[config.mk]
export PLATFORM = sky130hd
export DESIGN_NAME = page_write_ctrl
export DESIGN_NICKNAME = d
export VERILOG_FILES = /design/src/rtl/pwc_pkg.sv /design/src/rtl/pwc_page_latch.sv /design/src/rtl/pwc_tracker.sv /design/src/rtl/pwc_timer.sv /design/src/rtl/page_write_ctrl.sv
export SDC_FILE = /design/constraint.sdc
export NUM_CORES = 1
export LEC_CHECK = 0
export BUFFER_PORTS_ARGS = -buffer_cell sky130_fd_sc_hd__buf_2
export CAP_MARGIN = 10
export CORE_ASPECT_RATIO = 1.5
export CORE_MARGIN = 5
export CORE_UTILIZATION = 45
export DETAILED_ROUTE_END_ITERATION = 10
export HOLD_SLACK_MARGIN = 0.05
export PLACE_DENSITY_LB_ADDON = 0.15
export SYNTH_ARGS = -nofsm -noshare
export SYNTH_HDL_FRONTEND = slang
export SYNTH_SLANG_ARGS = --single-unit
[constraint.sdc]
create_clock -name clk -period 9.1 [get_ports clk]
set_input_delay 0.455 -clock clk [delete_from_list [all_inputs] [get_ports clk]]
set_output_delay 0.455 -clock clk [all_outputs]
set_load 0.05 [all_outputs]
[src/rtl/pwc_pkg.sv]
package pwc_pkg;
  typedef enum logic [1:0] {
    ST_IDLE    = 2'd0,
    ST_COLLECT = 2'd1,
    ST_DRAIN   = 2'd2,
    ST_HOLD    = 2'd3
  } pwc_state_e;
endpackage

[src/rtl/pwc_page_latch.sv]
// Page latch: one write port, registered read port (block-RAM friendly).
module pwc_page_latch #(
  parameter int DATA_W = 8,
  parameter int IDX_W  = 4
) (
  input  logic              clk,
  input  logic              we,
  input  logic [IDX_W-1:0]  waddr,
  input  logic [DATA_W-1:0] wdata,
  input  logic [IDX_W-1:0]  raddr,
  output logic [DATA_W-1:0] rdata
);
  localparam int DEPTH = 1 << IDX_W;

  logic [DATA_W-1:0] mem [DEPTH];

  always_ff @(posedge clk) begin
    if (we) mem[waddr] <= wdata;
    rdata <= mem[raddr];
  end
endmodule

[src/rtl/pwc_tracker.sv]
// Page pointer and per-slot received mask. Only the low IDX_W bits advance.
module pwc_tracker #(
  parameter int ADDR_W = 8,
  parameter int IDX_W  = 4
) (
  input  logic                   clk,
  input  logic                   rst,
  input  logic                   load,
  input  logic [ADDR_W-1:0]      load_addr,
  input  logic                   advance,
  output logic [ADDR_W-1:0]      ptr,
  output logic [(1<<IDX_W)-1:0]  mask
);
  localparam int SLOTS = 1 << IDX_W;

  logic [IDX_W-1:0]        lo_q;
  logic [ADDR_W-IDX_W-1:0] hi_q;

  always_ff @(posedge clk) begin
    if (rst) begin
      lo_q <= '0;
      hi_q <= '0;
    end else if (load) begin
      lo_q <= load_addr[IDX_W-1:0];
      hi_q <= load_addr[ADDR_W-1:IDX_W];
    end else if (advance) begin
      lo_q <= lo_q + 1'b1;
    end
  end

  for (genvar s = 0; s < SLOTS; s++) begin : g_mask
    always_ff @(posedge clk) begin
      if (rst || load)
        mask[s] <= 1'b0;
      else if (advance && (lo_q == IDX_W'(s)))
        mask[s] <= 1'b1;
    end
  end

  assign ptr = {hi_q, lo_q};
endmodule

[src/rtl/pwc_timer.sv]
// Hold timer: limit latched on load; expire when count+1 reaches limit (min 1 cycle).
module pwc_timer #(
  parameter int CYC_W = 16
) (
  input  logic             clk,
  input  logic             rst,
  input  logic             load,
  input  logic [CYC_W-1:0] limit,
  input  logic             run,
  output logic             expire
);
  logic [CYC_W-1:0] limit_q;
  logic [CYC_W-1:0] cnt_q;

  always_ff @(posedge clk) begin
    if (rst) begin
      limit_q <= '0;
      cnt_q   <= '0;
    end else if (load) begin
      limit_q <= limit;
      cnt_q   <= '0;
    end else if (run && !expire) begin
      cnt_q <= cnt_q + 1'b1;
    end
  end

  assign expire = ({1'b0, cnt_q} + 1'b1) >= {1'b0, limit_q};
endmodule

[src/rtl/page_write_ctrl.sv]
module page_write_ctrl #(
  parameter int ADDR_W = 8,
  parameter int DATA_W = 8,
  parameter int IDX_W  = 4,
  parameter int CYC_W  = 16
) (
  input  logic              clk,
  input  logic              rst,
  input  logic              wr_start,
  input  logic [ADDR_W-1:0] wr_addr,
  input  logic              byte_stb,
  input  logic [DATA_W-1:0] byte_data,
  input  logic              stop_stb,
  input  logic              wp,
  input  logic [CYC_W-1:0]  prog_cycles,
  output logic              busy,
  output logic              ack_valid,
  output logic              ack_ok,
  output logic              arr_we,
  output logic [ADDR_W-1:0] arr_addr,
  output logic [DATA_W-1:0] arr_data,
  output logic              ptr_valid,
  output logic [ADDR_W-1:0] ptr_out
);
  import pwc_pkg::*;

  localparam int SLOTS = 1 << IDX_W;

  pwc_state_e state_q, state_d;

  logic [ADDR_W-1:0] ptr;
  logic [SLOTS-1:0]  mask;
  logic              refused_q;
  logic [IDX_W-1:0]  drain_idx_q;
  logic              expire;
  logic              open_txn;
  logic              start_ok;
  logic              accept;
  logic              stop_ok;
  logic              commit;

  assign open_txn = (state_q == ST_COLLECT);
  assign start_ok = wr_start && ((state_q == ST_IDLE) || open_txn);
  assign accept   = byte_stb && open_txn && !start_ok && !wp && !refused_q;
  assign stop_ok  = stop_stb && open_txn && !start_ok;
  assign commit   = stop_ok && (|mask) && !refused_q;

  pwc_tracker #(.ADDR_W(ADDR_W), .IDX_W(IDX_W)) u_track (
    .clk       (clk),
    .rst       (rst),
    .load      (start_ok),
    .load_addr (wr_addr),
    .advance   (accept),
    .ptr       (ptr),
    .mask      (mask)
  );

  pwc_page_latch #(.DATA_W(DATA_W), .IDX_W(IDX_W)) u_latch (
    .clk   (clk),
    .we    (accept),
    .waddr (ptr[IDX_W-1:0]),
    .wdata (byte_data),
    .raddr (drain_idx_q),
    .rdata (arr_data)
  );

  pwc_timer #(.CYC_W(CYC_W)) u_timer (
    .clk    (clk),
    .rst    (rst),
    .load   (commit),
    .limit  (prog_cycles),
    .run    (state_q == ST_HOLD),
    .expire (expire)
  );

  always_comb begin
    state_d = state_q;
    case (state_q)
      ST_IDLE:    if (start_ok) state_d = ST_COLLECT;
      ST_COLLECT: begin
        if (start_ok)    state_d = ST_COLLECT;
        else if (commit) state_d = ST_DRAIN;
        else if (stop_ok) state_d = ST_IDLE;
      end
      ST_DRAIN:   if (drain_idx_q == IDX_W'(SLOTS - 1)) state_d = ST_HOLD;
      ST_HOLD:    if (expire) state_d = ST_IDLE;
      default:    state_d = ST_IDLE;
    endcase
  end

  always_ff @(posedge clk) begin
    if (rst) begin
      state_q     <= ST_IDLE;
      busy        <= 1'b0;
      refused_q   <= 1'b0;
      drain_idx_q <= '0;
      ack_valid   <= 1'b0;
      ack_ok      <= 1'b0;
      arr_we      <= 1'b0;
      arr_addr    <= '0;
      ptr_valid   <= 1'b0;
      ptr_out     <= '0;
    end else begin
      state_q   <= state_d;
      busy      <= (state_d == ST_DRAIN) || (state_d == ST_HOLD);
      ack_valid <= byte_stb;
      ack_ok    <= accept;
      ptr_valid <= stop_ok;
      if (stop_ok) ptr_out <= ptr;

      if (start_ok)
        refused_q <= 1'b0;
      else if (byte_stb && open_txn && wp)
        refused_q <= 1'b1;

      if (state_q == ST_DRAIN) begin
        arr_we      <= mask[drain_idx_q];
        arr_addr    <= {ptr[ADDR_W-1:IDX_W], drain_idx_q};
        drain_idx_q <= drain_idx_q + 1'b1;
      end else begin
        arr_we      <= 1'b0;
        drain_idx_q <= '0;
      end
    end
  end
endmodule

==> results of run 1 <==
[area by class of cell]
type                            instances  area [um2]  share of cell area, %
Sequential cell                       220        5687                  55.76
Tap cell                              260       325.3                  3.190
Timing Repair Buffer                   71       367.9                  3.607
Clock inverter                          8       77.57                 0.7606
Inverter                               20       75.07                 0.7361
Multi-Input combinational cell        380        3088                  30.28
Clock buffer                           29       578.1                  5.668
[registers in the layout (all words and copies together) (netlist names), 2 cells and up]
register / flops
u_latch.mem: 128
u_timer.cnt_q: 16
u_timer.limit_q: 16
u_track.mask: 16
arr_addr: 8
ptr_out: 8
u_latch.rdata: 8
drain_idx_q: 4
u_track.hi_q: 4
u_track.lo_q: 4
state_q: 2
[per-stage QoR]
step                setup slack, ns  instance area, um2  instances
finish                        5.022               10200        988
global route                  4.702               10200        988
CTS                           5.038               10190        987
detailed placement            5.080                9535        950
global placement              5.294                9535        950
floorplan                     5.929                8962        651
[layer usage]
layer | GRT usage (%) | part of all wire [%] | routed length, um | vias to the layer above
li1 | - | - | - | 2546
met1 | 20.07 | 38 | 7441 | 2747
met2 | 33.53 | 56 | 11080 | 118
met3 | 2.797 | 4.3 | 848 | 27
met4 | 4.340 | 1.7 | 328 | 0
met5 | 0 | 0 | 0 | -
[power breakdown]
| group | total (mW) | leakage [nW] | internal [mW] | switching (mW) |
|---|---|---|---|---|
| clock network | 0.836 | 0.321 | 0.476 | 0.361 |
| registers | 1.07 | 1.90 | 1.06 | 0.00989 |
| logic | 0.0835 | 1.42 | 0.0294 | 0.0541 |
[worst max-delay path, cell delays in order, from the launching register on]
cell	delay (ns)
dfxtp_1	0.40
ha_1	0.23
nand3_1	0.19
nor2_1	0.29
and3_1	0.29
nand3_1	0.16
xnor2_1	0.17
ha_1	0.30
a21o_1	0.16
a211o_1	0.27
a31oi_1	0.17
nand3_1	0.59
or4_1	0.63
a21oi_1	0.16
[how the worst min path moves through the flow]
stage                                       from                                to  slack (ns)  cells past startpoint
detailed placement       ptr_out[4]$_SDFFE_PP0P_           ptr_out[4]$_SDFFE_PP0P_        0.45                      2
finish                           prog_cycles[15]  u_timer.limit_q[15]$_SDFFE_PP0P_        0.19                      3
global route                      prog_cycles[3]   u_timer.limit_q[3]$_SDFFE_PP0P_        0.18                      3
global placement        arr_addr[0]$_SDFFE_PP0P_          arr_addr[0]$_SDFFE_PP0P_        0.44                      2
floorplan           u_track.hi_q[0]$_SDFFE_PP0P_          arr_addr[4]$_SDFFE_PP0P_        0.44                      2
CTS                              prog_cycles[15]  u_timer.limit_q[15]$_SDFFE_PP0P_        0.17                      3
[cell usage after synthesis, types with 11 or more instances]
master and number:
edfxtp_1 128, dfxtp_1 92, nor2_1 82, nand2_1 54, mux4_2 45, a21oi_1 32
ha_1 22, mux2i_1 21, inv_1 20, clkbuf_1 17, nand3_1 13, xnor2_1 12
buf_2 11, o31ai_1 11
[logic make-up (layout without fill, tap and decap cells)]
logic type / after synthesis / count (layout) / share of synthesized area [%]
buffers and inverters: 51 / 128 / 2.331
adder cells (fa/ha/maj): 22 / 22 / 3.071
AND/OR/NAND/NOR: 204 / 204 / 10.68
AO/OA/AOI/OAI: 69 / 69 / 4.970
flip-flops: 220 / 220 / 63.44
multiplexers: 66 / 66 / 13.65
XOR/XNOR: 19 / 19 / 1.857
==> qor.csv, run 1 <==
stage;metric;value;unit
critical_path;critPathCaptureType;flop;
critical_path;critPathCapture;u_timer.cnt_q[8]$_SDFFE_PP0P_;
synth;ys_ff_latch;220;
pwr;finalPower;1.990;mW
clocking;clockBufferDepth;3;
critical_path;path_max_fanout;24;
timing;fmax;0.2452;GHz
clocking;hold_buffers;0;
route;drc_errors;0;
floorplanning;num_rows;63;
timing;slew_viol_final;0;
critical_path;rrSetupSlack;5.02;ns
grt;grt.total_usage;17.41;%
critical_path;r2r-end;u_timer.cnt_q[8]$_SDFFE_PP0P_;
final_layout;drive_gt1_share;21.98;%
placement;hpwl;13.09;mm
clocking;root_buffer;clkbuf_16;
floorplanning;initial_utilization;45.48;%
critical_path;critPathArrivalTime;4.50;ns
placement;numPortBuffers;66;
synth;yosysTopAreaCellShare;42.89;%
critical_path;critPathKind;reg -> reg;
grt;grt_max_degree;47;
synth;synthCells;651;
clocking;tritoncts;done;
route;first_pass_iters;4;
timing;fin_worst_skew;0.01738;ns
final_layout;postLayoutCoreUtil;51.75;%
placement;place.gp.congestion;0.8255;
timing;hold_viol;0;
floorplanning;fp.dieH;182.8;um
synth;syn_area;8962;um2
route;vias;5438;
route;ant_nets;0;
synth;synth-async-reset-ratio;0;%
synth;synth_edf_count;128;
clocking;cts_buffers;21;
route;drt-initial-drc-count;273;
run_status;status;completed;
timing;setup_viol;0;
hold_path;hold_path.class;in -> reg;
timing;worst_pin_slew;1.243;ns
synth;syn_avg_cell_area;13.77;um2
critical_path;cp-start-kind;flop;
clocking;cts-resized-gates;0;
clocking;clkSinkCount;220;
route;wire_per_inst;19.94;um
pwr;power.leakage;3.637;nW
timing;relSlewSlack;16.82;%
synth;synth_top_area_cell;edfxtp_1;
timing;post-route-period-util;44.81;%
floorplanning;die_x;125.2;um
synth;ys_types;46;
grt;antenna_found_initial;0;
floorplanning;die-area;22900;um2
critical_path;r2r-start;u_timer.cnt_q[0]$_SDFFE_PP0P_;
synth;yosys_warnings;0;
grt;grt_pass1_vias;5789;
final_layout;final_nets;774;
final_layout;diodes;0;
timing;fin_crit;4.078;ns
timing;holdWs;0.1893;ns
timing;tns;0;ns
pwr;p_per_area;195.1;nW/um2
timing;rsz0062_at_grt;false;
critical_path;critPathLaunch;u_timer.cnt_q[0]$_SDFFE_PP0P_;
grt;grt_overflow;0;
pwr;peakVddDrop;0.1642;mV
clocking;clkTransAtPathRegs;0.06;ns
synth;synthTopCellsByArea;edfxtp_1 (43%), dfxtp_1 (21%), mux4_2 (11%);
synth;syn-num-nets;711;
clocking;post_cts_buffers;0;
final_layout;layout_common_cells;edfxtp_1 (128), dfxtp_1 (91), nor2_1 (82), buf_2 (66), nand2_1 (54);
final_layout;final_common_cell;edfxtp_1;
clocking;htree_num_levels;1;
floorplanning;io_pins;67;
synth;ys_seq_area_share;63.44;%
final_layout;final.fill_count;1734;
critical_path;cp.required;9.52;ns
critical_path;r2r_cells;13;
floorplanning;core;19710;um2
clocking;insertion_delay;0.50;ns
flow_run;maxCapViolCount;0;
grt;grt_pass1_wl;31.59;mm
synth;synth_ff_type;edfxtp_1;
final_layout;area_delta_synth_final;13.79;%
route;wl;19.70;mm
route;via_per_inst;5.504;
(Power assumes the default switching activity.)
==> run 2: changes to the inputs <==
==> constraint.sdc (replaced) <==
create_clock -name clk -period 3.4 [get_ports clk]
set_input_delay 0.17 -clock clk [delete_from_list [all_inputs] [get_ports clk]]
set_output_delay 0.17 -clock clk [all_outputs]
set_load 0.05 [all_outputs]
==> run 2 against run 1 <==
  * Routed wire length grew 0.24%
  * Cell count grew 5.8%
  * Largest cell class unchanged
  * Sequential share of layout area fell by 3.2 points
  * Clock power rose to 3.0 times the previous value
  * Die area stayed put
  * Utilization increased by 3.1 points
  * Sequential cell count unchanged
  * Global-route usage down 0.14 points
  * Combinational power increased to 3.1 times the previous value
  * Power rose to 2.8 times the previous value
  * Clock skew shrank 0.0076 ns
  * Register-to-register slack worse by 4.9 ns
==> qor.csv, run 2 (same netlist as run 1, synthesis figures left out) <==
stage;metric;value;unit;change
floorplanning;initial_utilization;45.48;%;unchanged
clocking;insertion_delay;0.49;ns;about the same
grt;grt_pass1_vias;5818;;+0.50%
critical_path;cp.required;3.81;ns;-5.71 ns
grt;grt_overflow;0;;unchanged
floorplanning;fp.dieH;182.8;um;unchanged
final_layout;drive_gt1_share;23.75;%;+1.8 points
timing;slew_viol_final;0;;unchanged
pwr;power_switching_share;20.26;%;-1.1 points
route;drt-initial-drc-count;245;;-10%
final_layout;fin_area;10810;um2;+6.0%
critical_path;cp_slowest_cell;or4_1;;
flow_run;maxCapViolCount;0;;unchanged
critical_path;crit_buf_inv;2;;+2
route;vias;5625;;+3.4%
hold_path;hold_path.class;in -> reg;;
clocking;clkSinkCount;220;;unchanged
final_layout;largest_reg_flops;128;;unchanged
final_layout;final_nets;829;;+7.1%
pwr;clkPwrFrac;44.3;%;+2.3 points
timing;tns;0;ns;unchanged
grt;antenna_found_initial;1;;+1
placement;post-place-ws;-0.04202;ns;-5.122 ns
floorplanning;die_x;125.2;um;unchanged
floorplanning;num_rows;63;;unchanged
route;wl;19.75;mm;+0.24%
floorplanning;io_pins;67;;unchanged
grt;grt_max_degree;47;;unchanged
pwr;p_switching;1.134;mW;+170%
route;ant_nets;0;;unchanged
clocking;clkTransAtPathRegs;0.07;ns;about the same
final_layout;layoutNonFillerInstCount;1045;;+5.8%
pwr;power.leakage;3.919;nW;+7.8%
clocking;clockBufferDepth;3;;unchanged
critical_path;critPathArrivalTime;3.67;ns;-0.83 ns
timing;relSlewSlack;49.64;%;+33 points
floorplanning;core;19710;um2;unchanged
route;via_per_inst;5.383;;-2.2%
route;first_pass_iters;4;;unchanged
critical_path;cpPeakStageDelay;0.48;ns;-0.15 ns
critical_path;path_delay_family;simple AND/OR/NAND/NOR gates;;
pwr;peakVddDrop;0.4193;mV;+160%
placement;place_inst;975;;+2.6%
grt;grt.total_usage;17.27;%;-0.14 points
timing;setup_viol;0;;unchanged
timing;post-route-period-util;95.87;%;+51 points
clocking;htree_num_levels;1;;unchanged
critical_path;cp-start-kind;flop;;
final_layout;final_common_cell;edfxtp_1;;
route;drc_errors;0;;unchanged
placement;dpl-instance-area;9728;um2;+2.0%
timing;rsz0062_at_grt;false;;
timing;fin_worst_skew;0.009815;ns;-0.007562 ns
final_layout;area_delta_synth_final;20.63;%;
pwr;pwr-share-seq;51.1;%;-2.7 points
timing;fmax;0.3068;GHz;+25%
final_layout;postLayoutCoreUtil;54.86;%;+3.1 points
timing;hold_viol;0;;unchanged
pwr;comb_power_share;4.6;%;+0.4 points
timing;fin_crit;3.260;ns;-0.8181 ns
final_layout;regMostFlops;u_latch.mem;;
floorplanning;die-area;22900;um2;unchanged
placement;place.gp.congestion;0.7924;;-4.0%
pwr;power.internal;4.463;mW;+190%
critical_path;critPathCaptureType;flop;;
clocking;tritoncts;done;;
timing;fin_ws;0.1403;ns;-4.882 ns
critical_path;critPathKind;reg -> reg;;
critical_path;path_max_fanout;24;;unchanged
critical_path;path_cells;ha_1 -> nand3_1 -> buf_4 -> or2_1 -> xnor2_1 -> ha_1 -> a211oi_2 -> nor2_1 -> o41a_1 -> buf_4 -> or4_1 -> a21oi_1;;
placement;hpwl;13.13;mm;+0.33%
grt;grt_pass1_wl;31.34;mm;-0.79%
placement;numPortBuffers;66;;unchanged
timing;worst_pin_slew;0.7527;ns;-0.4905 ns
final_layout;layout_common_cells;edfxtp_1 (128), dfxtp_1 (90), nor2_1 (81), buf_2 (66), nand2_1 (54);;
clocking;cts_buffers;21;;unchanged
clocking;root_buffer;clkbuf_16;;
pwr;p_per_area;517.7;nW/um2;+170%
route;wire_per_inst;18.89;um;-5.2%
run_status;status;completed;;
run 2: changes by cell type in the layout (fill, tap and decap cells not counted), moves of 3 or more:
cell / previous run / this run
bufinv_16: 1 / 5
buf_4: 5 / 26
dlygate4sd3_1: 0 / 31
nor3_1: 3 / 6
nor3_2: 4 / 1
run 2: worst paths after layout:
check | startpoint | to | slack, ns | depth (start not counted)
setup / recovery | u_timer.cnt_q[0]$_SDFFE_PP0P_ | u_timer.cnt_q[13]$_SDFFE_PP0P_ | 0.14 | 12
hold / removal | byte_data[6] | u_latch.mem[10][6]$_DFFE_PP_ | 0.07 | 1
setup reg to reg | u_timer.cnt_q[0]$_SDFFE_PP0P_ | u_timer.cnt_q[13]$_SDFFE_PP0P_ | 0.14 | 12
hold reg to reg | arr_addr[1]$_SDFFE_PP0P_ | arr_addr[1]$_SDFFE_PP0P_ | 0.45 | 2
run 2: metal layers:
metal	global-route usage [%]	up-vias	routed length, um
li1	-	2668	-
met1	19.64	2817	7570
met2	33.44	103	10940
met3	2.535	37	724
met4	4.905	0	510
met5	0	-	0
run 2: through the flow:
stage	power [mW]	hold slack, ns
4_1_cts	5.651	0.05142
5_1_grt	5.802	0.05480
3_3_place_gp	3.146	0.4015
3_5_place_dp	3.152	0.4074
2_1_floorplan	3.065	0.2689
6_report	5.597	0.06603
run 2: repair_timing:
| item | CTS | global route |
|---|---|---|
| hold buffers | 31 | 0 |
| pin swaps | 0 | 1 |
| buffers inserted | 0 | 0 |
| setup endpoints to repair | 9 | 15 |
| hold endpoints to repair | 76 | 0 |
| gates resized for setup | 2 | 8 |
run 2: power by group through the flow:
stage / registers [mW] / clock network [mW] / logic, mW
finish: 2.86 / 2.48 / 0.258
CTS: 2.86 / 2.53 / 0.261
floorplan: 2.94 / 0 / 0.127
global route: 2.86 / 2.66 / 0.282
detailed placement: 2.92 / 0 / 0.232
global placement: 2.92 / 0 / 0.227
run 2: area by class of cell:
| class | instances | area, um2 |
|---|---|---|
| clock buffer | 25 | 540.5 |
| timing repair buffer | 126 | 887.1 |
| inverter | 20 | 75.07 |
| fill | 1680 | 8895 |
| clock inverter | 12 | 192.7 |
| sequential | 220 | 5688 |
| multi-input combinational | 380 | 3098 |
| antenna | 2 | 5.005 |
| tap | 260 | 325.3 |
==> run 3: changes to the inputs <==
--- a/config.mk
+++ b/config.mk
@@ -10,6 +10,7 @@
 export CORE_ASPECT_RATIO = 1.5
 export CORE_MARGIN = 5
 export CORE_UTILIZATION = 45
+export CTS_BUF_LIST = sky130_fd_sc_hd__clkbuf_16
 export DETAILED_ROUTE_END_ITERATION = 10
 export HOLD_SLACK_MARGIN = 0.05
 export PLACE_DENSITY_LB_ADDON = 0.15
==> run 3 against run 2 <==
  * Count of clock-buffer cells in the layout is 4 lower
  * Worst hold slack worse by 0.00054 ns
  * Die area stayed put
  * Register-to-register slack hardly changed
  * Cell count stayed put
  * Power is 0.24% lower
  * Via count is 0.23% higher
  * Fmax is 0.10% higher
  * Sequential share of layout area stayed put
  * Critical path type unchanged
  * Largest cell class unchanged
  * Highest routed layer unchanged
==> qor.csv, run 3 (same netlist as run 1, synthesis figures left out) <==
stage;metric;value;unit;change
route;vias;5638;;+0.23%
timing;relSlewSlack;49.75;%;+0.11 points
timing;slew_viol_final;0;;unchanged
timing;fin_worst_skew;0.01007;ns;+0.0002521 ns
critical_path;cp.required;3.81;ns;about the same
timing;worst_pin_slew;0.7510;ns;-0.001714 ns
critical_path;crit_buf_inv;2;;unchanged
critical_path;cpPeakStageDelay;0.48;ns;about the same
route;wl;19.79;mm;+0.20%
critical_path;r2r_cells;12;;unchanged
final_layout;final_common_cell;edfxtp_1;;
pwr;p_per_area;516.4;nW/um2;-0.24%
critical_path;r2r-end;u_timer.cnt_q[13]$_SDFFE_PP0P_;;
critical_path;r2r-start;u_timer.cnt_q[0]$_SDFFE_PP0P_;;
route;ant_nets;0;;unchanged
grt;grt_overflow;0;;unchanged
route;wire_per_inst;18.93;um;+0.20%
timing;hold_viol;0;;unchanged
hold_path;worstHoldPathCells;1;;unchanged
floorplanning;die-area;22900;um2;unchanged
route;drc_errors;0;;unchanged
timing;rsz0062_at_grt;false;;
grt;grt_pass1_vias;5818;;unchanged
timing;fmax;0.3071;GHz;+0.10%
grt;antenna_found_initial;1;;unchanged
hold_path;hold_path.class;in -> reg;;
route;drt-initial-drc-count;247;;+0.82%
final_layout;layout_common_cells;edfxtp_1 (128), dfxtp_1 (90), nor2_1 (81), buf_2 (66), nand2_1 (54);;
critical_path;critPathArrivalTime;3.67;ns;about the same
grt;grt.total_usage;17.27;%;unchanged
pwr;power.leakage;3.936;nW;+0.42%
route;first_pass_iters;4;;unchanged
final_layout;drive_gt1_share;23.75;%;unchanged
timing;fin_crit;3.256;ns;-0.003285 ns
pwr;peakVddDrop;0.4196;mV;about the same
final_layout;final_nets;829;;unchanged
timing;setup_viol;0;;unchanged
critical_path;critPathCaptureType;flop;;
clocking;clkTransAtPathRegs;0.07;ns;about the same
critical_path;path_max_fanout;24;;unchanged
critical_path;cp-start-kind;flop;;
clocking;clkSinkCount;220;;unchanged
placement;hpwl;13.13;mm;unchanged
floorplanning;io_pins;67;;unchanged
critical_path;rrSetupSlack;0.14;ns;about the same
hold_path;worstHoldEndpoint;u_latch.mem[10][6]$_DFFE_PP_;;
clocking;clockBufferDepth;3;;unchanged
grt;grt_pass1_wl;31.34;mm;unchanged
critical_path;path_delay_family;simple AND/OR/NAND/NOR gates;;
floorplanning;initial_utilization;45.48;%;unchanged
route;via_per_inst;5.395;;+0.23%
clocking;insertion_delay;0.49;ns;about the same
floorplanning;core;19710;um2;unchanged
timing;holdWs;0.06548;ns;-0.0005440 ns
critical_path;path_cells;ha_1 -> nand3_1 -> buf_4 -> or2_1 -> xnor2_1 -> ha_1 -> a211oi_2 -> nor2_1 -> o41a_1 -> buf_4 -> or4_1 -> a21oi_1;;
clocking;root_buffer;clkbuf_16;;
placement;place.gp.congestion;0.7924;;unchanged
placement;post-place-ws;-0.04202;ns;unchanged
floorplanning;num_rows;63;;unchanged
grt;grt_max_degree;47;;unchanged
flow_run;maxCapViolCount;0;;unchanged
critical_path;cp_slowest_cell;or4_1;;
final_layout;regMostFlops;u_latch.mem;;
timing;fin_ws;0.1436;ns;+0.003285 ns
run_status;status;completed;;
placement;numPortBuffers;66;;unchanged
final_layout;largest_reg_flops;128;;unchanged
hold_path;min_from;byte_data[6];;
clocking;tritoncts;done;;
clocking;cts_buffers;21;;unchanged
floorplanning;die_x;125.2;um;unchanged
floorplanning;fp.dieH;182.8;um;unchanged
critical_path;critPathKind;reg -> reg;;
final_layout;area_delta_synth_final;20.63;%;unchanged
timing;post-route-period-util;95.78;%;-0.097 points
clocking;htree_num_levels;1;;unchanged
## run 3: cell count changes in the layout (fill, tap and decap cells not counted)
cell and delta:
inv_1 +4, clkbuf_1 -4
## run 3: cell type report
type / count / area (um2)
Fill cell: 1680 / 8895
Sequential cell: 220 / 5688
Multi-Input combinational cell: 380 / 3098
Timing Repair Buffer: 126 / 887.1
Clock buffer: 21 / 525.5
Tap cell: 260 / 325.3
Clock inverter: 16 / 207.7
Inverter: 20 / 75.07
Antenna cell: 2 / 5.005
## run 3: worst max path at each step
stage	startpoint	to	slack, ns	depth (start not counted)
final	u_timer.cnt_q[0]$_SDFFE_PP0P_	u_timer.cnt_q[13]$_SDFFE_PP0P_	0.14	12
after global routing	u_timer.cnt_q[2]$_SDFFE_PP0P_	u_timer.cnt_q[7]$_SDFFE_PP0P_	0.01	12
after CTS	u_timer.cnt_q[0]$_SDFFE_PP0P_	u_timer.cnt_q[10]$_SDFFE_PP0P_	0.03	14
after detailed placement	u_timer.cnt_q[0]$_SDFFE_PP0P_	u_timer.cnt_q[10]$_SDFFE_PP0P_	-0.04	14
after global placement	u_timer.cnt_q[0]$_SDFFE_PP0P_	u_timer.cnt_q[2]$_SDFFE_PP0P_	0.16	14
after floorplan	u_timer.cnt_q[0]$_SDFFE_PP0P_	u_timer.cnt_q[8]$_SDFFE_PP0P_	0.23	14
## run 3: metrics by stage
stage	total power [mW]	cells	TNS, ns	util, %	area, um2
global route	5.790	1044	0	54.85	10810
finish	5.583	1045	0	54.86	10810
CTS	5.640	1043	0	54.67	10770
floorplan	3.065	651	0	-	8962
global placement	3.146	975	0	49.37	9728
detailed placement	3.152	975	-0.1466	49.37	9728
## run 3: per-layer routing
layer	wire length, um	track usage, %
met5	0	0
met4	457	4.905
met3	722	2.535
met2	11040	33.44
met1	7566	19.64
## run 3: timing repair
action	CTS	global route
setup buffers	0	0
endpoints found under the setup margin	9	15
hold buffers	31	0
hold endpoints to repair	76	0
resized for setup	2	8
pin swaps	0	1
## run 3: where the power goes
group	switching, mW	total [mW]	leakage [nW]	internal, mW
sequential	0.0251	2.86	1.90	2.84
clock	0.955	2.46	0.370	1.51
combinational	0.152	0.259	1.67	0.107
total	1.13	5.58	3.94	4.45
## run 3: worst reg2reg max path, cell delays in order (launching register included)
cell	delay [ns]
dfxtp_2	0.37
ha_1	0.21
nand3_1	0.12
buf_4	0.17
or2_1	0.27
xnor2_1	0.14
ha_1	0.31
a211oi_2	0.20
nor2_1	0.12
o41a_1	0.42
buf_4	0.22
or4_1	0.48
a21oi_1	0.17
